<file path="src/rtl/pes_pkg.sv">
package pes_pkg;
  localparam int unsigned CNT_W = 28;
  localparam int unsigned SEC_W = 32;
  localparam int unsigned NS_W = 30;
  localparam longint unsigned NS_PER_SEC = 64'd1_000_000_000;
  localparam int unsigned PROD_W = CNT_W + NS_W;

  typedef logic [CNT_W-1:0] cyc_t;

  typedef struct packed {
    logic             ref_ok;
    logic [SEC_W-1:0] sec;
    cyc_t             off;
    cyc_t             div;
  } stamp_req_t;
endpackage

</file>
<file path="src/rtl/pes_time_base.sv">
module pes_time_base
  import pes_pkg::*;
#(
  parameter int unsigned SYNC_STAGES = 2,
  parameter int unsigned NOMINAL_CYC = 100_000_000
) (
  input  logic             clk_i,
  input  logic             rst_ni,
  input  logic             pps_i,
  output logic             edge_o,
  output logic [SEC_W-1:0] sec_o,
  output stamp_req_t       cap_o
);
  localparam cyc_t CYC_MAX = '1;
  localparam cyc_t NOMINAL = cyc_t'(NOMINAL_CYC);

  logic [SYNC_STAGES-1:0] sync_q;
  logic                   pps_prev_q;
  logic                   pps_edge;
  cyc_t                   cyc_q, len_q, cyc_inc;
  logic [SEC_W-1:0]       sec_q;
  logic [1:0]             seen_q, seen_nxt;
  logic                   ref_nxt;

  always_ff @(posedge clk_i or negedge rst_ni) begin
    if (!rst_ni) begin
      sync_q     <= '0;
      pps_prev_q <= 1'b0;
    end else begin
      sync_q     <= {sync_q[SYNC_STAGES-2:0], pps_i};
      pps_prev_q <= sync_q[SYNC_STAGES-1];
    end
  end

  assign pps_edge = sync_q[SYNC_STAGES-1] & ~pps_prev_q;
  assign cyc_inc  = (cyc_q == CYC_MAX) ? CYC_MAX : cyc_q + 1'b1;
  assign seen_nxt = (pps_edge && seen_q != 2'd2) ? seen_q + 2'd1 : seen_q;
  assign ref_nxt  = (seen_nxt == 2'd2);

  always_ff @(posedge clk_i or negedge rst_ni) begin
    if (!rst_ni) begin
      cyc_q  <= '0;
      len_q  <= '0;
      sec_q  <= '0;
      seen_q <= '0;
    end else begin
      seen_q <= seen_nxt;
      if (pps_edge) begin
        cyc_q <= '0;
        len_q <= cyc_inc;  // edge cycle included
        sec_q <= sec_q + 1'b1;
      end else begin
        cyc_q <= cyc_inc;
      end
    end
  end

  // capture reflects the state after this cycle's edge, if any
  always_comb begin
    cap_o.ref_ok = ref_nxt;
    cap_o.sec    = pps_edge ? sec_q + 1'b1 : sec_q;
    cap_o.off    = pps_edge ? '0 : cyc_inc;
    if (!ref_nxt)      cap_o.div = NOMINAL;
    else if (pps_edge) cap_o.div = cyc_inc;
    else               cap_o.div = len_q;
  end

  assign edge_o = pps_edge;
  assign sec_o  = sec_q;
endmodule

</file>
<file path="src/rtl/pes_fifo.sv">
module pes_fifo #(
  parameter type         T     = logic,
  parameter int unsigned DEPTH = 16
) (
  input  logic                         clk_i,
  input  logic                         rst_ni,
  input  logic                         push_i,
  input  T                             data_i,
  output logic                         full_o,
  input  logic                         pop_i,
  output logic                         valid_o,
  output T                             data_o,
  output logic [$clog2(DEPTH+1)-1:0]   count_o
);
  localparam int unsigned PTR_W = (DEPTH > 1) ? $clog2(DEPTH) : 1;
  localparam int unsigned OCC_W = $clog2(DEPTH+1);

  T                 mem_q [DEPTH];
  logic [PTR_W-1:0] wr_q, rd_q;
  logic [OCC_W-1:0] occ_q;
  logic             do_push, do_pop;

  function automatic logic [PTR_W-1:0] bump(input logic [PTR_W-1:0] p);
    return (p == PTR_W'(DEPTH-1)) ? '0 : p + 1'b1;
  endfunction

  assign full_o  = (occ_q == OCC_W'(DEPTH));
  assign valid_o = (occ_q != '0);
  assign do_push = push_i && !full_o;
  assign do_pop  = pop_i && valid_o;
  assign data_o  = mem_q[rd_q];
  assign count_o = occ_q;

  always_ff @(posedge clk_i or negedge rst_ni) begin
    if (!rst_ni) begin
      wr_q  <= '0;
      rd_q  <= '0;
      occ_q <= '0;
    end else begin
      if (do_push) wr_q <= bump(wr_q);
      if (do_pop)  rd_q <= bump(rd_q);
      occ_q <= occ_q + OCC_W'(do_push) - OCC_W'(do_pop);
    end
  end

  always_ff @(posedge clk_i) begin
    if (do_push) mem_q[wr_q] <= data_i;
  end
endmodule

</file>
<file path="src/rtl/pes_interp_div.sv">
module pes_interp_div
  import pes_pkg::*;
(
  input  logic             clk_i,
  input  logic             rst_ni,
  input  logic             req_valid_i,
  output logic             req_ready_o,
  input  stamp_req_t       req_i,
  output logic             res_valid_o,
  input  logic             res_ready_i,
  output logic [SEC_W-1:0] res_sec_o,
  output logic [NS_W-1:0]  res_ns_o,
  output logic             res_ref_o
);
  localparam int unsigned     STEP_W = $clog2(PROD_W);
  localparam logic [NS_W-1:0] NS_SAT = NS_W'(NS_PER_SEC - 1);

  typedef enum logic [1:0] {ST_IDLE, ST_CALC, ST_HOLD} st_e;

  st_e               st_q;
  cyc_t              div_q, rem_q, rem_nxt;
  logic [PROD_W-1:0] dq_q, dq_nxt;
  logic [STEP_W-1:0] step_q;
  logic [CNT_W:0]    shifted;
  logic [CNT_W+1:0]  diff;
  logic [SEC_W-1:0]  sec_q;
  logic [NS_W-1:0]   ns_q;
  logic              ref_q;

  // one restoring step: dividend bits leave at the top, quotient bits enter at the bottom
  always_comb begin
    shifted = {rem_q, dq_q[PROD_W-1]};
    diff    = {1'b0, shifted} - {2'b00, div_q};
    if (diff[CNT_W+1]) begin
      rem_nxt = shifted[CNT_W-1:0];
      dq_nxt  = {dq_q[PROD_W-2:0], 1'b0};
    end else begin
      rem_nxt = diff[CNT_W-1:0];
      dq_nxt  = {dq_q[PROD_W-2:0], 1'b1};
    end
  end

  always_ff @(posedge clk_i or negedge rst_ni) begin
    if (!rst_ni) begin
      st_q   <= ST_IDLE;
      div_q  <= '0;
      rem_q  <= '0;
      dq_q   <= '0;
      step_q <= '0;
      sec_q  <= '0;
      ns_q   <= '0;
      ref_q  <= 1'b0;
    end else begin
      unique case (st_q)
        ST_IDLE: if (req_valid_i) begin
          sec_q <= req_i.sec;
          ref_q <= req_i.ref_ok;
          if (req_i.off >= req_i.div) begin
            ns_q <= NS_SAT;
            st_q <= ST_HOLD;
          end else begin
            div_q  <= req_i.div;
            rem_q  <= '0;
            dq_q   <= PROD_W'(req_i.off) * PROD_W'(NS_PER_SEC);
            step_q <= STEP_W'(PROD_W - 1);
            st_q   <= ST_CALC;
          end
        end
        ST_CALC: begin
          rem_q <= rem_nxt;
          dq_q  <= dq_nxt;
          if (step_q == '0) begin
            ns_q <= dq_nxt[NS_W-1:0];
            st_q <= ST_HOLD;
          end else begin
            step_q <= step_q - 1'b1;
          end
        end
        ST_HOLD: if (res_ready_i) st_q <= ST_IDLE;
        default: st_q <= ST_IDLE;
      endcase
    end
  end

  assign req_ready_o = (st_q == ST_IDLE);
  assign res_valid_o = (st_q == ST_HOLD);
  assign res_sec_o   = sec_q;
  assign res_ns_o    = ns_q;
  assign res_ref_o   = ref_q;
endmodule

</file>
<file path="src/rtl/pps_event_stamper.sv">
module pps_event_stamper
  import pes_pkg::*;
#(
  parameter int unsigned FIFO_DEPTH  = 16,
  parameter int unsigned SYNC_STAGES = 2,
  parameter int unsigned NOMINAL_CYC = 100_000_000
) (
  input  logic             clk_i,
  input  logic             rst_ni,
  input  logic             pps_i,
  input  logic             event_i,
  output logic             ts_valid_o,
  input  logic             ts_ready_i,
  output logic [SEC_W-1:0] ts_sec_o,
  output logic [NS_W-1:0]  ts_ns_o,
  output logic             ts_ref_ok_o,
  output logic             ovf_o
);
  localparam int unsigned FCNT_W = $clog2(FIFO_DEPTH+1);

  stamp_req_t        cap, head;
  logic              pps_edge, fifo_full, fifo_valid, div_ready;
  logic [SEC_W-1:0]  sec_cnt;
  logic [FCNT_W-1:0] fifo_cnt;
  logic              ovf_q;

  pes_time_base #(
    .SYNC_STAGES(SYNC_STAGES),
    .NOMINAL_CYC(NOMINAL_CYC)
  ) u_time_base (
    .clk_i (clk_i),
    .rst_ni(rst_ni),
    .pps_i (pps_i),
    .edge_o(pps_edge),
    .sec_o (sec_cnt),
    .cap_o (cap)
  );

  pes_fifo #(
    .T    (stamp_req_t),
    .DEPTH(FIFO_DEPTH)
  ) u_fifo (
    .clk_i  (clk_i),
    .rst_ni (rst_ni),
    .push_i (event_i),
    .data_i (cap),
    .full_o (fifo_full),
    .pop_i  (div_ready),
    .valid_o(fifo_valid),
    .data_o (head),
    .count_o(fifo_cnt)
  );

  pes_interp_div u_div (
    .clk_i      (clk_i),
    .rst_ni     (rst_ni),
    .req_valid_i(fifo_valid),
    .req_ready_o(div_ready),
    .req_i      (head),
    .res_valid_o(ts_valid_o),
    .res_ready_i(ts_ready_i),
    .res_sec_o  (ts_sec_o),
    .res_ns_o   (ts_ns_o),
    .res_ref_o  (ts_ref_ok_o)
  );

  always_ff @(posedge clk_i or negedge rst_ni) begin
    if (!rst_ni)                    ovf_q <= 1'b0;
    else if (event_i && fifo_full) ovf_q <= 1'b1;
  end

  assign ovf_o = ovf_q;
endmodule

</file>
<file path="config.mk">
export PLATFORM = sky130hd
export DESIGN_NAME = pps_event_stamper
export DESIGN_NICKNAME = d
export VERILOG_FILES = /design/src/rtl/pes_pkg.sv /design/src/rtl/pes_time_base.sv /design/src/rtl/pes_fifo.sv /design/src/rtl/pes_interp_div.sv /design/src/rtl/pps_event_stamper.sv
export SDC_FILE = /design/constraint.sdc
export NUM_CORES = 2
export LEC_CHECK = 0
export BUFFER_PORTS_ARGS = -buffer_cell sky130_fd_sc_hd__buf_2
export CAP_MARGIN = 30
export CELL_PAD_IN_SITES_DETAIL_PLACEMENT = 1
export CELL_PAD_IN_SITES_GLOBAL_PLACEMENT = 1
export CORE_MARGIN = 2
export CORE_UTILIZATION = 55
export CTS_CLUSTER_DIAMETER = 120
export DETAILED_ROUTE_END_ITERATION = 8
export GPL_ROUTABILITY_DRIVEN = 0
export PLACE_DENSITY = 0.83
export SLEW_MARGIN = 5
export SYNTH_ARGS = -nofsm -noshare
export SYNTH_HDL_FRONTEND = slang
export SYNTH_SLANG_ARGS = --single-unit
</file>
<file path="constraint.sdc">
create_clock -name clk_i -period 24.6 [get_ports clk_i]
set_clock_uncertainty 0.2 [all_clocks]
set_input_delay 3.69 -clock clk_i [delete_from_list [all_inputs] [get_ports clk_i]]
set_output_delay 3.69 -clock clk_i [all_outputs]
set_load 0.05 [all_outputs]
</file>
**After elaboration in Yosys (flattened, before gate mapping)**

Memory sizes are Yosys's and may differ from the RTL's.
Cells that the tools add are included.

- Register bits: 292
- RAM bits: 1424
- Input bits: 5
- Output and inout bits: 65
- Word-level logic and storage cells: 93
- Memories: 1

- $add $sub $neg: 9
- $mul: 1
- Order comparisons: 1
- Equality and inequality tests: 14
- Multiplexer cells: 31
- Bitwise operators: 3
- Reduce and logical (&&, ||, !) cells: 15

Memories:

| name | depth | bits a word | rd ports | clocked after memory_dff | wr ports | line | text |
|---|---|---|---|---|---|---|---|
| u_fifo.mem_q | 16 | 89 | 1 | 0 | 1 | pes_fifo.sv:18 | `T mem_q [DEPTH];` |

Operator list:

| cell | number |
|---|---|
| $mux 28 | 7 |
| $mux 58 | 2 |
| $pmux 58 s2 | 1 |
| $mux 30 | 3 |
| $pmux 30 s2 | 1 |
| $pmux 28 s2 | 1 |
| $mul 28x21->49 const B | 1 |
| $add 32x1->32 const B | 1 |
| $mux 32 | 1 |
| $sub 29x28->30 | 1 |
| $add 28x1->28 const B | 1 |
| $eq 28x28->1 const B | 1 |
| $ge 28x28->1 | 1 |
| $mux 6 | 3 |
| $pmux 6 s2 | 1 |
| $mux 2 | 5 |
| $reduce_and 3->1 | 3 |
| $add 4x1->4 const B | 2 |
| $eq 4x4->1 const B | 2 |
| $mux 4 | 2 |
| $ne 2x2->1 const B | 4 |
| $reduce_and 4->1 | 2 |
| $logic_not 6->1 | 1 |
| $ne 2x1->1 const B | 3 |
| other kinds (17) | 24 |

**Logic depth before layout (Yosys ltp)**

- Depth after elaboration: 6
- Depth in mapped cells: 31
- Depth with buffers taken out: 26

**Cells and area by module**

Synthesis repeated with hierarchy kept, for this count alone.

- Cell total of the unflattened synthesis: 5145
- Area total of the unflattened synthesis: 81100.3 um2

Modules (own cells, without submodules):

| module | instances | cells each | area an instance (um2) | sequential area each (um2) |
|---|---|---|---|---|
| pes_fifo | 1 | 2463 | 55032.8 | 43086.3 |
| pes_interp_div | 1 | 2224 | 21531.9 | 4629.4 |
| pes_time_base | 1 | 456 | 4503.1 | 2327.2 |
| pps_event_stamper | 1 | 2 | 32.5 | 25.0 |

**Least setup slack after synthesis**

Ideal clock, no wire load.

- Path type: input -> register
- From: in event_i
- To: mem u_fifo.mem_q[3][0] in the netlist's numbering, enable pin
- Data arrival time: 12207 ps
- Data required time: 23644 ps
- Setup slack: 11437 ps
- Stages on the path: 2
- Path buffers: 0
- Cell sequence: nand2_1 nor4_1

- Cells in the longest elaborated chain, start to end: 3

RTL lines:

| item | line | text |
|---|---|---|
| start, declared | pps_event_stamper.sv:11 | `input logic event_i,` |
| $logic_and 1x1->1 | pes_fifo.sv:29 | `assign do_push = push_i && !full_o;` |
| $mux 1 | pes_fifo.sv:47 | `if (do_push) mem_q[wr_q] <= data_i;` |
| $mux 1 (not written as such) | pes_fifo.sv:47 |  |
| end, declared | pes_fifo.sv:18 |  |

Every way passes these cells.

**Worst setup path in the final report**

- From: reg u_fifo.rd_q[1]
- To: reg u_div.dq_q[54]

- Cells in the longest elaborated chain, start to end: 5
- Elaborated cells on any way between the ends: 8
- Classes of those cells: mul (1); order compare (1); eq/ne (1); mux (3); reduce/logical (1); memory (1)

RTL lines:

| item | line | text |
|---|---|---|
| start, declared | pes_fifo.sv:19 | `logic [PTR_W-1:0] wr_q, rd_q;` |
| start signal, assigned | pes_fifo.sv:41 | `if (do_pop) rd_q <= bump(rd_q);` |
| $mem_v2 16x89 (*) | - |  |
| $mul 28x21->49 | pes_interp_div.sv:64 | `dq_q <= PROD_W'(req_i.off) * PROD_W'(NS_PER_SEC);` |
| $mux 58 | pes_interp_div.sv:58 | `if (req_i.off >= req_i.div) begin` |
| $mux 58 | pes_interp_div.sv:55 | `ST_IDLE: if (req_valid_i) begin` |
| $pmux 58 s2 | pes_interp_div.sv:54 | `unique case (st_q)` |
| end signal, assigned | pes_interp_div.sv:64 |  |
| end signal, assigned | pes_interp_div.sv:71 | `dq_q <= dq_nxt;` |
| end, declared | pes_interp_div.sv:22 | `logic [PROD_W-1:0] dq_q, dq_nxt;` |

Every way passes the cells marked *; elsewhere a longest branch is shown, timed or not. The select of a mux whose other input is x is not followed.
A chain may end at the register's enable or synchronous reset.

==> flow_summary_export.csv <==
group,metric,value,unit
yosys,synthTopCellsByArea,"edfxtp_1, mux4_2, dfrtp_1, fa_1, ha_1",
timing,tns,0,ps
placement,portBuffers,69,
clock_network,cts_hold_buffers,0,
yosys,synthCells,4749,
detailed_routing,drt_iter0_markers,5098,
yosys,yosysSeqAreaShare,62.78,%
timing,fmax,98.19,MHz
setup_path,crit_start,"u_fifo.rd_q[1]",
yosys,synth_nets,5341,
grt,grt_pass1_vias,49040,
setup_path,cp-start-kind,"register",
grt,gr-total-overflow,0,
timing,min_period_over_period,41.40,%
detailed_routing,viasPerCell,6.454,
grt,grt_usage,31.20,%
yosys,synth_most_common_cell,"edfxtp_1",
setup_path,cp_data_required_time,25120,ps
min_path,hp-start,"u_time_base.sync_q[0]",
yosys,yosysTopAreaCell,"edfxtp_1",
setup_path,cp_slowest_cell,"dfrtp_4",
grt,grt_pass1_wl,333600,um
layout,final_cell_area,88710,um2
placement,dp_hpwl,128300,um
clock_network,cts-htree-levels,4,
layout,final_nets,5525,
timing,max_slew_margin,26.93,%
layout,regArea,50080,um2
layout,nFillCells,12460,
setup_path,reg2reg_to,"u_div.dq_q[54]",
setup_path,cp.arrival,10700,ps
clock_network,clockRootBuffer,"clkbuf_16",
min_path,hp-class,"reg -> reg",
clock_network,clock_path_buffers,3,
floorplanning,dieArea,148100,um2
detailed_routing,drc,0,
yosys,ys_ff_latch,1716,
floorplanning,die_w,384.8,um
clock_network,post_cts_buffers,0,
timing,slew_viol_final,0,
job,drv_cap,0,
setup_path,reg2reg_setup_slack,14420,ps
timing,rsz0062_at_grt,"no",
setup_path,max_stage_delay,930,ps
setup_path,crit_fanout,48,
placement,place_inst,6617,
setup_path,path_buf_inv,6,
layout,layout-drive-gt1-share,19.54,%
yosys,synth_cell_types,83,
yosys,synth.avg_cell_area,16.79,um2
timing,setup_viol,0,
yosys,synth_top_area_share,53.62,%
detailed_routing,wl_per_cell,32.52,um
layout,area_growth,11.23,%
clock_network,cts_resized,0,
yosys,synth.cell_area,79750,um2
grt,grt_max_degree,126,
clock_network,clk_pin_slew,70,ps
yosys,yosysWarnings,0,
clock_network,insertion_delay,860,ps
floorplanning,initial_utilization,55.45,%
clock_network,cts_tree,"done",
timing,worst_slew_pin_slew,1096,ps
placement,placed_area,82660,um2
yosys,synth-main-ff-cell,"edfxtp_1",
detailed_routing,detail-route-antenna-nets,0,
detailed_routing,wl,227100,um
clock_network,tritoncts.num_buffers,170,
floorplanning,io_pins,70,
setup_path,endpoint,"u_div.dq_q[54]",
layout,stdcell_count,6981,
detailed_routing,vias,45050,
floorplanning,row_count,139,
yosys,synth_commonest_cells,"edfxtp_1, inv_1, mux4_2, ha_1, dfrtp_1",
outcome,status,"complete, no violations",
setup_path,worstSetupPathType,"reg -> reg",
setup_path,reg2reg_from,"u_fifo.rd_q[1]",
setup_path,r2r_cells,26,
yosys,async_flop_share,17.02,%
setup_path,cp_common_cell,"fa_1",
layout,multiInputGateArea,27070,um2
timing,finalHoldViolCount,0,
setup_path,path_delay_family,"adder cells",
grt,antenna_found_initial,2,
setup_path,path_depth,26,
floorplanning,core_area,143800,um2
setup_path,end_kind,"register",
clock_network,cts.sinks,1716,
yosys,synth_edf_count,1424,
detailed_routing,first_pass_iters,5,
timing,period_minus_slack,10180,ps
floorplanning,die_h,384.8,um
how the worst min path moves through the flow:
stage          depth (start not counted)  slack [ps]                    end
5_1_grt                                0         220  u_time_base.sync_q[1]
2_1_floorplan                          0         130  u_time_base.sync_q[1]
3_5_place_dp                           0         170  u_time_base.sync_q[1]
4_1_cts                                0         200  u_time_base.sync_q[1]
3_3_place_gp                           0         150  u_time_base.sync_q[1]
6_report                               0         210  u_time_base.sync_q[1]
placed cells by master, fill, tap and decap left out, types with 68 or more instances in the layout:
cell type and count:
clkbuf_16 171, ha_1 317, nor2_1 181, fa_1 270, buf_2 68, mux4_2 445
inv_1 538, o21ai_0 124, nand2_1 207, dfrtp_1 288, xnor2_1 77, a21oi_1 121
edfxtp_1 1424, buf_4 102
state kept, by name (all words and copies together) (netlist names):
register                flops
u_time_base.sec_o          32
u_div.res_ref_o             1
u_time_base.sync_q          2
u_div.res_ns_o             30
u_time_base.cyc_q          28
u_time_base.seen_q          2
u_fifo.mem_q             1424
u_fifo.count_o              5
u_fifo.rd_q                 4
u_div.res_sec_o            32
u_div.step_q                6
ovf_o                       1
u_div.rem_q                28
u_div.div_q                28
u_fifo.wr_q                 4
u_time_base.len_q          28
u_time_base.pps_prev_q      1
u_div.dq_q                 58
u_div.st_q                  2
cell families after synthesis:
group	share of synthesized area [%]
DFF	62.78
xor gates and xnor gates	1.384
muxes	13.34
adders and majority gates	11.75
AOI/OAI and AO/OA	3.591
and+or+nand+nor	3.652
buffers and inverters	3.505
metrics by stage:
step / setup WS, ps / hold WS [ps] / util, %
after detailed placement: 14490 / 168.4 / 57.47
after floorplan: 11440 / 131.2 / -
after CTS: 14460 / 201.2 / 61.29
after global routing: 14010 / 222.8 / 61.67
after global placement: 14690 / 153.8 / 57.28
final: 14420 / 207.8 / 61.68
routing by layer:
layer / vias to the layer above / share of wire [%] / track usage (%)
li1: 18100 / - / -
met5: - / 0.0053 / 0
met4: 2 / 4.9 / 15.15
met3: 616 / 7.8 / 5.834
met1: 23790 / 37 / 39.30
met2: 2547 / 51 / 52.46
area by class of cell:
type	instances	share of cell area, %
clock buffer	243	5.388
inverter	539	2.281
timing repair buffer	195	1.877
antenna	1	0.002821
sequential	1716	56.46
clock inverter	73	0.7941
tap	1903	2.684
multi-input combinational	2311	30.52
Power is not shown: default switching activity piles up to over one toggle a cycle in this logic, so the estimate is an artifact.
